File: src/rtl/dmaq_pkg.sv
package dmaq_pkg;
  localparam int REG_W  = 32;
  localparam int FLAG_W = 3;

  localparam logic [11:0] ADR_IMASK  = 12'h080;
  localparam logic [11:0] ADR_IPEND  = 12'h084;
  localparam logic [11:0] ADR_ISRC   = 12'h088;
  localparam logic [11:0] ADR_CTL    = 12'h400;
  localparam logic [11:0] ADR_NEXTID = 12'h404;
  localparam logic [11:0] ADR_START  = 12'h408;
  localparam logic [11:0] ADR_FLAGS  = 12'h40C;
  localparam logic [11:0] ADR_DONE   = 12'h428;
  localparam logic [11:0] ADR_ACTID  = 12'h42C;
  localparam logic [11:0] ADR_STATUS = 12'h430;

  typedef struct packed {
    logic startCommit;
    logic flush;
    logic doneRead;
    logic enabled;
    logic run;
  } dmaqStrobe_t;
endpackage

File: src/rtl/dmaq_ctrl.sv
module dmaq_ctrl
  import dmaq_pkg::*;
#(
  parameter int ID_W  = 5,
  parameter int CNT_W = 3
) (
  input  logic                   clk,
  input  logic                   rstN,
  input  logic                   busWrEn,
  input  logic                   busRdEn,
  input  logic [11:0]            busAddr,
  input  logic [REG_W-1:0]       busWrData,
  output logic [REG_W-1:0]       busRdData,
  output logic                   irq,
  output logic [FLAG_W-1:0]      flagsStaged,
  output dmaqStrobe_t            strobe,
  input  logic                   sotEvt,
  input  logic                   eotEvt,
  input  logic [ID_W-1:0]        nextId,
  input  logic [ID_W-1:0]        activeId,
  input  logic                   slotBusy,
  input  logic [(1<<ID_W)-1:0]   doneMap,
  input  logic [CNT_W-1:0]       queueCount,
  input  logic                   busy
);
  localparam int NUM_IDS = 1 << ID_W;

  logic [1:0] ctlReg, maskReg, pendReg;
  logic [1:0] unmasked;
  logic       wrCtl, wrMask, wrPend, wrFlags, wrStart;
  logic       unusedWrBits;

  assign unusedWrBits = ^busWrData[REG_W-1:FLAG_W];

  assign wrCtl   = busWrEn && (busAddr == ADR_CTL);
  assign wrMask  = busWrEn && (busAddr == ADR_IMASK);
  assign wrPend  = busWrEn && (busAddr == ADR_IPEND);
  assign wrFlags = busWrEn && (busAddr == ADR_FLAGS);
  assign wrStart = busWrEn && (busAddr == ADR_START);

  assign strobe.startCommit = wrStart && busWrData[0] && ctlReg[0];
  assign strobe.flush       = wrCtl && !busWrData[0];
  assign strobe.doneRead    = busRdEn && (busAddr == ADR_DONE);
  assign strobe.enabled     = ctlReg[0];
  assign strobe.run         = ctlReg[0] && !ctlReg[1];

  always_ff @(posedge clk) begin
    if (!rstN) begin
      ctlReg      <= 2'b00;
      maskReg     <= 2'b11;
      pendReg     <= 2'b00;
      flagsStaged <= '0;
    end else begin
      if (wrCtl)   ctlReg      <= busWrData[1:0];
      if (wrMask)  maskReg     <= busWrData[1:0];
      if (wrFlags) flagsStaged <= busWrData[FLAG_W-1:0];
      // clear first, new causes win
      pendReg <= (pendReg & ~(wrPend ? busWrData[1:0] : 2'b00)) | {eotEvt, sotEvt};
    end
  end

  assign unmasked = pendReg & ~maskReg;
  assign irq      = |unmasked;

  always_comb begin
    busRdData = '0;
    unique case (busAddr)
      ADR_IMASK:  busRdData = REG_W'(maskReg);
      ADR_IPEND:  busRdData = REG_W'(pendReg);
      ADR_ISRC:   busRdData = REG_W'(unmasked);
      ADR_CTL:    busRdData = REG_W'(ctlReg);
      ADR_NEXTID: busRdData = REG_W'(nextId);
      ADR_START:  busRdData = REG_W'(slotBusy);
      ADR_FLAGS:  busRdData = REG_W'(flagsStaged);
      ADR_DONE:   busRdData = REG_W'(doneMap);
      ADR_ACTID:  busRdData = REG_W'(activeId);
      ADR_STATUS: busRdData = {16'h0, 8'(queueCount), 7'h0, busy};
      default:    busRdData = '0;
    endcase
  end

  initial begin
    if (NUM_IDS > REG_W) $error("ID space wider than the done register");
  end

  // full write-1-to-clear with no new cause leaves nothing pending
  p_w1c_clears_r11: assert property (@(posedge clk) disable iff (!rstN)
    (wrPend && busWrData[1:0] == 2'b11 && !sotEvt && !eotEvt) |=> (pendReg == 2'b00));

  // a new end-of-transfer cause survives a simultaneous clear
  p_set_wins_r11: assert property (@(posedge clk) disable iff (!rstN)
    eotEvt |=> pendReg[1]);
endmodule

File: src/rtl/dmaq_datapath.sv
module dmaq_datapath
  import dmaq_pkg::*;
#(
  parameter int QDEPTH = 4,
  parameter int ID_W   = 5,
  parameter int CNT_W  = 3
) (
  input  logic                 clk,
  input  logic                 rstN,
  input  dmaqStrobe_t          strobe,
  input  logic [FLAG_W-1:0]    flagsStaged,
  output logic                 descValid,
  input  logic                 descReady,
  output logic [ID_W-1:0]      descId,
  output logic [FLAG_W-1:0]    descFlags,
  input  logic                 cplValid,
  input  logic [ID_W-1:0]      cplId,
  output logic [ID_W-1:0]      nextId,
  output logic [ID_W-1:0]      activeId,
  output logic                 slotBusy,
  output logic [(1<<ID_W)-1:0] doneMap,
  output logic [CNT_W-1:0]     queueCount,
  output logic                 busy,
  output logic                 sotEvt,
  output logic                 eotEvt
);
  localparam int NUM_IDS = 1 << ID_W;
  localparam int PTR_W   = (QDEPTH > 1) ? $clog2(QDEPTH) : 1;

  logic [FLAG_W-1:0]  slotFlags;
  logic [ID_W-1:0]    qId    [QDEPTH];
  logic [FLAG_W-1:0]  qFlags [QDEPTH];
  logic [PTR_W-1:0]   rdPtr, wrPtr;
  logic [NUM_IDS-1:0] inFlight, cyclicMap;
  logic [NUM_IDS-1:0] cplBit, allocBit;
  logic               idFree, accept, handoff, cplHit, queueFull;

  function automatic logic [PTR_W-1:0] ptrInc(input logic [PTR_W-1:0] p);
    return (p == PTR_W'(QDEPTH - 1)) ? '0 : p + 1'b1;
  endfunction

  assign queueFull = (queueCount == CNT_W'(QDEPTH));
  assign idFree    = !inFlight[nextId] && !doneMap[nextId];
  assign accept    = slotBusy && strobe.enabled && !queueFull && idFree && !strobe.flush;
  assign descValid = strobe.run && (queueCount != '0);
  assign handoff   = descValid && descReady;
  assign descId    = qId[rdPtr];
  assign descFlags = qFlags[rdPtr];
  assign cplHit    = cplValid && inFlight[cplId] && !strobe.flush;
  assign cplBit    = NUM_IDS'(1) << cplId;
  assign allocBit  = NUM_IDS'(1) << nextId;
  assign sotEvt    = accept;
  assign eotEvt    = cplHit;
  assign busy      = slotBusy || (queueCount != '0) || (|inFlight);

  // submission slot
  always_ff @(posedge clk) begin
    if (!rstN) begin
      slotBusy  <= 1'b0;
      slotFlags <= '0;
    end else if (strobe.flush || accept) begin
      slotBusy <= 1'b0;
    end else if (strobe.startCommit && !slotBusy) begin
      slotBusy  <= 1'b1;
      slotFlags <= flagsStaged;
    end
  end

  // ordered queue toward the mover
  always_ff @(posedge clk) begin
    if (!rstN) begin
      rdPtr      <= '0;
      wrPtr      <= '0;
      queueCount <= '0;
      for (int i = 0; i < QDEPTH; i++) begin
        qId[i]    <= '0;
        qFlags[i] <= '0;
      end
    end else if (strobe.flush) begin
      rdPtr      <= '0;
      wrPtr      <= '0;
      queueCount <= '0;
    end else begin
      if (accept) begin
        qId[wrPtr]    <= nextId;
        qFlags[wrPtr] <= slotFlags;
        wrPtr         <= ptrInc(wrPtr);
      end
      if (handoff) rdPtr <= ptrInc(rdPtr);
      queueCount <= queueCount + CNT_W'(accept) - CNT_W'(handoff);
    end
  end

  // ID allocation, in-flight tracking and completion bitmap
  always_ff @(posedge clk) begin
    if (!rstN) begin
      nextId    <= '0;
      activeId  <= '0;
      inFlight  <= '0;
      cyclicMap <= '0;
      doneMap   <= '0;
    end else begin
      if (accept) nextId <= nextId + 1'b1;
      if (handoff) activeId <= descId;
      if (strobe.flush) begin
        inFlight  <= '0;
        cyclicMap <= '0;
      end else begin
        inFlight  <= (inFlight & ~((cplHit && !cyclicMap[cplId]) ? cplBit : '0))
                   | (accept ? allocBit : '0);
        cyclicMap <= (cyclicMap & ~((cplHit && !cyclicMap[cplId]) ? cplBit : '0))
                   | ((accept && slotFlags[0]) ? allocBit : '0);
      end
      doneMap <= (strobe.doneRead ? '0 : doneMap) | (cplHit ? cplBit : '0);
    end
  end

  // occupancy never exceeds the configured depth
  p_queue_bound_r4: assert property (@(posedge clk) disable iff (!rstN)
    queueCount <= CNT_W'(QDEPTH));

  // every acceptance advances the next ID by one
  p_next_id_step_r3: assert property (@(posedge clk) disable iff (!rstN)
    accept |=> (nextId == $past(nextId) + 1'b1));

  // a completion that meets a bitmap read is kept for the next read
  p_done_kept_r7: assert property (@(posedge clk) disable iff (!rstN)
    (cplHit && strobe.doneRead) |=> doneMap[$past(cplId)]);

  // an abort leaves nothing queued, staged or in flight
  p_flush_empty_r10: assert property (@(posedge clk) disable iff (!rstN)
    strobe.flush |=> (queueCount == '0 && !slotBusy && inFlight == '0));

  // a cyclic transfer stays in flight after completing
  p_cyclic_stays_r9: assert property (@(posedge clk) disable iff (!rstN)
    (cplHit && cyclicMap[cplId]) |=> inFlight[$past(cplId)]);
endmodule

File: src/rtl/dmaq_top.sv
module dmaq_top
  import dmaq_pkg::*;
#(
  parameter int QDEPTH = 4,
  parameter int ID_W   = 5
) (
  input  logic             clk,
  input  logic             rstN,
  input  logic             busWrEn,
  input  logic             busRdEn,
  input  logic [11:0]      busAddr,
  input  logic [31:0]      busWrData,
  output logic [31:0]      busRdData,
  output logic             irq,
  output logic             descValid,
  input  logic             descReady,
  output logic [ID_W-1:0]  descId,
  output logic [2:0]       descFlags,
  input  logic             cplValid,
  input  logic [ID_W-1:0]  cplId
);
  localparam int CNT_W   = $clog2(QDEPTH + 1);
  localparam int NUM_IDS = 1 << ID_W;

  dmaqStrobe_t        strobe;
  logic [FLAG_W-1:0]  flagsStaged;
  logic               sotEvt, eotEvt, slotBusy, busy;
  logic [ID_W-1:0]    nextId, activeId;
  logic [NUM_IDS-1:0] doneMap;
  logic [CNT_W-1:0]   queueCount;

  dmaq_ctrl #(.ID_W(ID_W), .CNT_W(CNT_W)) uCtrl (
    .clk(clk), .rstN(rstN),
    .busWrEn(busWrEn), .busRdEn(busRdEn), .busAddr(busAddr),
    .busWrData(busWrData), .busRdData(busRdData), .irq(irq),
    .flagsStaged(flagsStaged), .strobe(strobe),
    .sotEvt(sotEvt), .eotEvt(eotEvt),
    .nextId(nextId), .activeId(activeId), .slotBusy(slotBusy),
    .doneMap(doneMap), .queueCount(queueCount), .busy(busy)
  );

  dmaq_datapath #(.QDEPTH(QDEPTH), .ID_W(ID_W), .CNT_W(CNT_W)) uData (
    .clk(clk), .rstN(rstN), .strobe(strobe), .flagsStaged(flagsStaged),
    .descValid(descValid), .descReady(descReady),
    .descId(descId), .descFlags(descFlags),
    .cplValid(cplValid), .cplId(cplId),
    .nextId(nextId), .activeId(activeId), .slotBusy(slotBusy),
    .doneMap(doneMap), .queueCount(queueCount), .busy(busy),
    .sotEvt(sotEvt), .eotEvt(eotEvt)
  );
endmodule

File: config.mk
export PLATFORM = sky130hd
export DESIGN_NAME = dmaq_top
export DESIGN_NICKNAME = d
export VERILOG_FILES = /design/src/rtl/dmaq_pkg.sv /design/src/rtl/dmaq_ctrl.sv /design/src/rtl/dmaq_datapath.sv /design/src/rtl/dmaq_top.sv
export SDC_FILE = /design/constraint.sdc
export NUM_CORES = 1
export LEC_CHECK = 0
export CORE_MARGIN = 5
export CORE_UTILIZATION = 35
export DETAILED_ROUTE_END_ITERATION = 10
export GPL_ROUTABILITY_DRIVEN = 0
export SLEW_MARGIN = 20
export SYNTH_ARGS = -nofsm -noshare
export SYNTH_HDL_FRONTEND = slang
export SYNTH_SLANG_ARGS = --single-unit
File: constraint.sdc
create_clock -name clk -period 4.5 [get_ports clk]
set_input_delay 0.9 -clock clk [delete_from_list [all_inputs] [get_ports clk]]
set_output_delay 0.9 -clock clk [all_outputs]
set_load 0.005 [all_outputs]
# Yosys cells after proc, flatten, opt, wreduce, memory -nomap -nowiden
# Memories as Yosys holds them, arrays and structs flattened. A register that Yosys moved wholly into a read port is not among the register bits.
# Index checks and enable logic that the tools add are counted.
[word_totals] reg_bits=126 ram_bits=32 wordCells=124 memories=2
[op_classes] n_addsub=5 magnitude_cmp=2 n_eq_ne=13 shifts=2 mux=32 n_bitwise=13 n_reduce_logical=41
[memory_table] memory="uData.qId" words=4 word_bits=5 rd=1 rd_ports_with_merged_regs=1 wr=4 line_no="dmaq_datapath.sv:31" rtl="logic [ID_W-1:0] qId [QDEPTH];"
[memory_table] memory="uData.qFlags" words=4 word_bits=3 rd=1 rd_ports_with_merged_regs=1 wr=4 line_no="dmaq_datapath.sv:32" rtl="logic [FLAG_W-1:0] qFlags [QDEPTH];"
[op_table] cell="$pmux 32 s10" count=1
[op_table] cell="$mux 32" count=5
[op_table] cell="$or 32x32->32" count=3
[op_table] cell="$eq 12x11->1 const B" count=7
[op_table] cell="$and 32x32->32" count=2
[op_table] cell="$shl 1x5->32 const A" count=2
[op_table] cell="$eq 12x8->1 const B" count=3
[op_table] cell="$not 32->32" count=1
[op_table] cell="$reduce_or 32->1" count=1
[op_table] cell="$logic_and 1x1->1" count=22
[op_table] cell="$bmux 1 s5" count=4
[op_table] cell="$mux 2" count=9
[op_table] cell="$lt 5x6->1 const B" count=2
[op_table] cell="$mux 1" count=11
[op_table] cell="$logic_not 1->1" count=8
[op_table] cell="$reduce_or 2->1" count=3
[op_table] cell="$add 5x1->5 const B" count=1
[op_table] cell="$mux 5" count=1
[op_table] cell="$reduce_or 5->1" count=1
[op_table] cell="$add 2x1->2 const B" count=2
[op_table] cell="$and 2x2->2" count=2
[op_table] cell="$eq 2x2->1 const B" count=2
[op_table] cell="$not 2->2" count=2
[op_table] cell="$add 3x1->3" count=1
[op_table] cell="other kinds (9)" count=12

# Longest topological paths before layout
[depth] depth_word=12 mapped_depth=14 mapped_depth_nobuf=11

# By module
# Synthesis repeated with hierarchy kept, for this count alone.
[unflattened] cells_unflattened=850 hier_area_um2=8368.0
[by_module_without_submodules] module="dmaq_datapath" instances=1 cells_each=720 area_per_inst_um2=7350.8 seq_area_each_um2=3343.2
[by_module_without_submodules] module="dmaq_ctrl" instances=1 cells_each=130 area_per_inst_um2=1017.2 seq_area_each_um2=180.2

# Worst setup path after synthesis
# Ideal clock, no wire load.
[synth_timing] path_type="input to register" from="in busAddr[2]" to="reg uData.queueCount[2]" setup_ns=0.128 arrival_ns=3.557 required_time_ns=4.372 setup_slack_ns=0.815 stages=12 path_buffers=2 cell_sequence="clkbuf_1 or4_1 or3_1 or2_2 o31ai_4 nor2_1 buf_2 ha_1 fa_1 xnor2_1 xnor2_1 nor2_1"
[synth_between] elab_chain_len=7 word_cells_on_any_way=8
[synth_rtl] element="start: declaration" line_no="dmaq_top.sv:11" rtl="input logic [11:0] busAddr,"
[synth_rtl] element="$eq 12x11->1" line_no="dmaq_ctrl.sv:35" rtl="assign wrCtl = busWrEn && (busAddr == ADR_CTL);"
[synth_rtl] element="$logic_and 1x1->1" line_no="dmaq_ctrl.sv:35"
[synth_rtl] element="$logic_and 1x1->1" line_no="dmaq_ctrl.sv:42" rtl="assign strobe.flush = wrCtl && !busWrData[0];"
[synth_rtl] element="$logic_not 1->1" line_no="dmaq_datapath.sv:44" rtl="assign accept = slotBusy && strobe.enabled && !queueFull && idFree && !strobe.flush;"
[synth_rtl] element="$logic_and 1x1->1" line_no="dmaq_datapath.sv:44"
[synth_rtl] element="via sotEvt" line_no="dmaq_top.sv:27" rtl="logic sotEvt, eotEvt, slotBusy, busy;"
[synth_rtl] element="$add 3x1->3" line_no="dmaq_datapath.sv:90" rtl="queueCount <= queueCount + CNT_W'(accept) - CNT_W'(handoff);"
[synth_rtl] element="$sub 3x1->3" line_no="dmaq_datapath.sv:90"
[synth_rtl] element="end signal: assignment" line_no="dmaq_datapath.sv:90"
[synth_rtl] element="end: declaration" line_no="dmaq_datapath.sv:22" rtl="output logic [CNT_W-1:0] queueCount,"
# The timed path passes the listed nets, and every way through them passes these cells.
# A chain may end at the register's enable or synchronous reset.

# Worst setup path after layout
[layout_timing] from="in busAddr[3]" to="out busRdData[9]"
[layout_between] elab_chain_len=2 word_cells_on_any_way=11
[layout_rtl] element="$eq 12x11->1 / $eq 12x8->1 (equally long branches)" line_no="dmaq_ctrl.sv:67" rtl="unique case (busAddr)"
[layout_rtl] element="$pmux 32 s10 (*)" line_no="dmaq_ctrl.sv:67"
[layout_rtl] element="end: declaration" line_no="dmaq_top.sv:13" rtl="output logic [31:0] busRdData,"
# Every way passes the cells marked *; elsewhere a longest branch is shown, timed or not.

==> flow_summary.yaml <==
run_status:
  status: "completed"
timing:
  slew_headroom: 0.3577
  setup_slack_ns: 0.3663
  tns_ns: 0
  finalCritPeriodShare: 0.9186
  tightestPinTransition_ns: 0.9530
  max_freq_ghz: 0.2419
  finClkSkew_ns: 0.008954
  report.final.setup_viol: 0
  hold_ws_ns: 0.4564
  hold_violations: 0
  slew_viol_final: 0
  rsz0062_at_grt: "false"
  layout_min_cycle_time_ns: 4.134
run:
  cap_violations: 0
cts:
  cts_htree_levels: 4
  cts_tree: "built"
  cts_setup_buffers: 0
  clkLatencyLatePin_ns: 0.43
  ctsHoldBuffers: 0
  cts_sinks: 160
  ctsRootBufferMaster: "clkbuf_16"
  clkTransAtPathRegs_ns: 0.06
  cts_buffers: 17
  cts_buffer_depth: 2
  post_cts_resized: 0
global_route:
  grt_util_met1: 0.2705
  gr-usage-met3: 0.04722
  grt_pass1_wl_mm: 39.01
  overflow: 0
  met2_usage: 0.2962
  grt_pass1_vias: 6507
  grt_antenna_before_repair: 0
  grt_util_all_layers: 0.1924
  gr-max-usage-layer: "met2"
  grt_max_degree: 52
die:
  dieArea_um2: 25900
  start_util: 0.3533
  core_um2: 22570
  ios: 97
  die_h_um: 161.0
  fp.dieW_um: 161.0
  row_count: 55
setup_path:
  cp-end-kind: "output pin"
  startpoint_type: "input pin"
  r2r-start: "uData.nextId[1]"
  worstPathMaxFanout: 28
  critical_path_class: "in -> out"
  cp_data_required_time_ns: 3.60
  reg2reg_depth: 11
  rr_endpoint: "uData.queueCount[2]"
  r2r_slack_ns: 0.75
  critical_path_arrival_ns: 3.23
synthesis:
  synth.cell_area_um2: 7975
  netlist_instances: 786
  syn_avg_cell_area_um2: 10.15
  yosys_warnings: 0
  syn_nets: 852
  async_flop_share: 0
  synth_area_leader_cell: "dfxtp_1"
  synth-edff-count: 32
  synth_area_leaders: "dfxtp_1, edfxtp_1, a32o_1, mux4_1, nor2_1"
  synth_ff_type: "dfxtp_1"
  synth_top_area_share: 0.3213
  yosysUniqueCellTypes: 67
  seq_area_frac_synth: 0.4418
  ys_ff_latch: 160
finish:
  area_delta_synth_final_pct: 19.66
  final_area_um2: 9543
  fill_cells: 2163
  antennaDiodeCount: 0
  drive_gt1_frac: 0.1247
  fin_nets: 911
route:
  firstDrtPassIters: 5
  wl_mm: 25.22
  first_iter_violations: 718
  drc: 0
  avgRoutedWirePerCell_um: 22.07
  routed_via_density: 5.974
  via_count: 6828
  antenna_left: 0
placement:
  numPortBuffers: 67
  placed_area_um2: 8979
  hpwlAfterDp_mm: 17.22
  place_ws_ns: 0.3562
worst_hold_path:
  min_path_cells: 1
  hold_path.startpoint: "uData.cyclicMap[13]"
  min_to: "uData.cyclicMap[13]"
  hold_class: "reg -> reg"
power:
  power_leakage_uw: 0.003400
  ir_drop_v: 0.0002077
  power_density_nw_per_um2: 313.9
## registers in the layout, summed over array words and instances, names as in the netlist, 2 cells and up, named ones only
signal / cells
uData.cyclicMap: 32
uData.doneMap: 32
uData.inFlight: 32
uData.qId: 20
uData.qFlags: 12
uData.activeId: 5
uData.nextId: 5
uCtrl.flagsStaged: 3
uData.queueCount: 3
uData.slotFlags: 3
uCtrl.ctlReg: 2
uCtrl.maskReg: 2
uCtrl.pendReg: 2
uData.rdPtr: 2
uData.wrPtr: 2
## cell usage in the layout, fill, tap and decap left out, drive strengths merged, types with 27 or more instances in the layout
master,instances
and2,27
a22oi,37
a32o,48
mux4,29
clkdlybuf4s50,67
buf,38
a21oi,27
nor2,87
edfxtp,32
nand2,55
dfxtp,128
nor3,51
## logic make-up after synthesis
logic type      Yosys count  synth area share
fa+ha+maj                11           0.01820
buf+inv                  80           0.04753
mux                      45            0.1092
compound gates          175            0.1789
simple gates            313            0.2022
xor+xnor                  2          0.002197
flops                   160            0.4418
## worst max-delay path by stage
stage / from / endpoint / slack (ns) / cells past startpoint
finish: busAddr[3] / busRdData[9] / 0.37 / 7
floorplan: busAddr[2] / uData.queueCount[2] / 0.82 / 12
global route: busAddr[3] / busRdData[30] / 0.19 / 7
CTS: busAddr[2] / busRdData[8] / 0.34 / 7
global placement: busAddr[2] / busRdData[10] / 0.35 / 7
detailed placement: busAddr[3] / uData.queueCount[2] / 0.36 / 11
## cells in the mapped netlist, types with 3 or more instances
library cell,n
a211oi_1,5
a21oi_1,27
a22o_1,3
a22oi_1,37
a31o_1,17
a31oi_1,3
a32o_1,48
and2_1,27
and3_1,7
and4_1,9
buf_1,3
buf_2,11
buf_6,4
clkbuf_1,43
dfxtp_1,128
edfxtp_1,32
ha_1,10
inv_1,12
inv_2,3
mux2i_1,15
mux4_1,15
mux4_2,14
nand2_1,55
nand2b_1,6
nand3_1,24
nand4_1,5
nand4b_1,3
nor2_1,86
nor3_1,44
nor3_2,7
nor3b_1,10
nor4_1,12
o211ai_1,6
o21ai_0,3
o21ai_1,3
or2_2,3
or3_1,6
## cell type report
type | instances | area, um2 | area share
sequential | 160 | 3523 | 0.3692
tap | 285 | 356.6 | 0.03737
clock buffer | 17 | 425.4 | 0.04458
timing repair buffer | 105 | 955.9 | 0.1002
inverter | 15 | 56.30 | 0.005900
clock inverter | 15 | 136.4 | 0.01429
multi-input combinational | 546 | 4089 | 0.4285
## routing by layer
layer	vias to the layer above	routed length (um)
li1	3145	-
met1	3370	11530
met2	278	11300
met3	35	1878
met4	0	509
met5	-	0
## metrics by stage
stage          power, uW    util  std cells
2_1_floorplan       1569       -        786
3_3_place_gp        1632  0.3978       1111
5_1_grt             3078  0.4228       1143
3_5_place_dp        1632  0.3978       1111
6_report            2996  0.4228       1143
4_1_cts             3013  0.4227       1143
## report_power, final
group          internal, uW  leakage (uW)  switching, uW  total [uW]
clock network           766      0.000264            629        1400
registers              1470       0.00136           2.49        1470
logic                  49.5       0.00178           78.7         128
total                  2280       0.00340            711        3000
## worst max-delay path, stage by stage
cell             delay [ns]
clkdlybuf4s50_1        0.63
nand2b_1               0.17
or2_2                  0.33
nor3_2                 0.22
buf_4                  0.28
a22o_1                 0.18
clkdlybuf4s50_1        0.50
No activity file was read; power rests on OpenSTA's default activity.
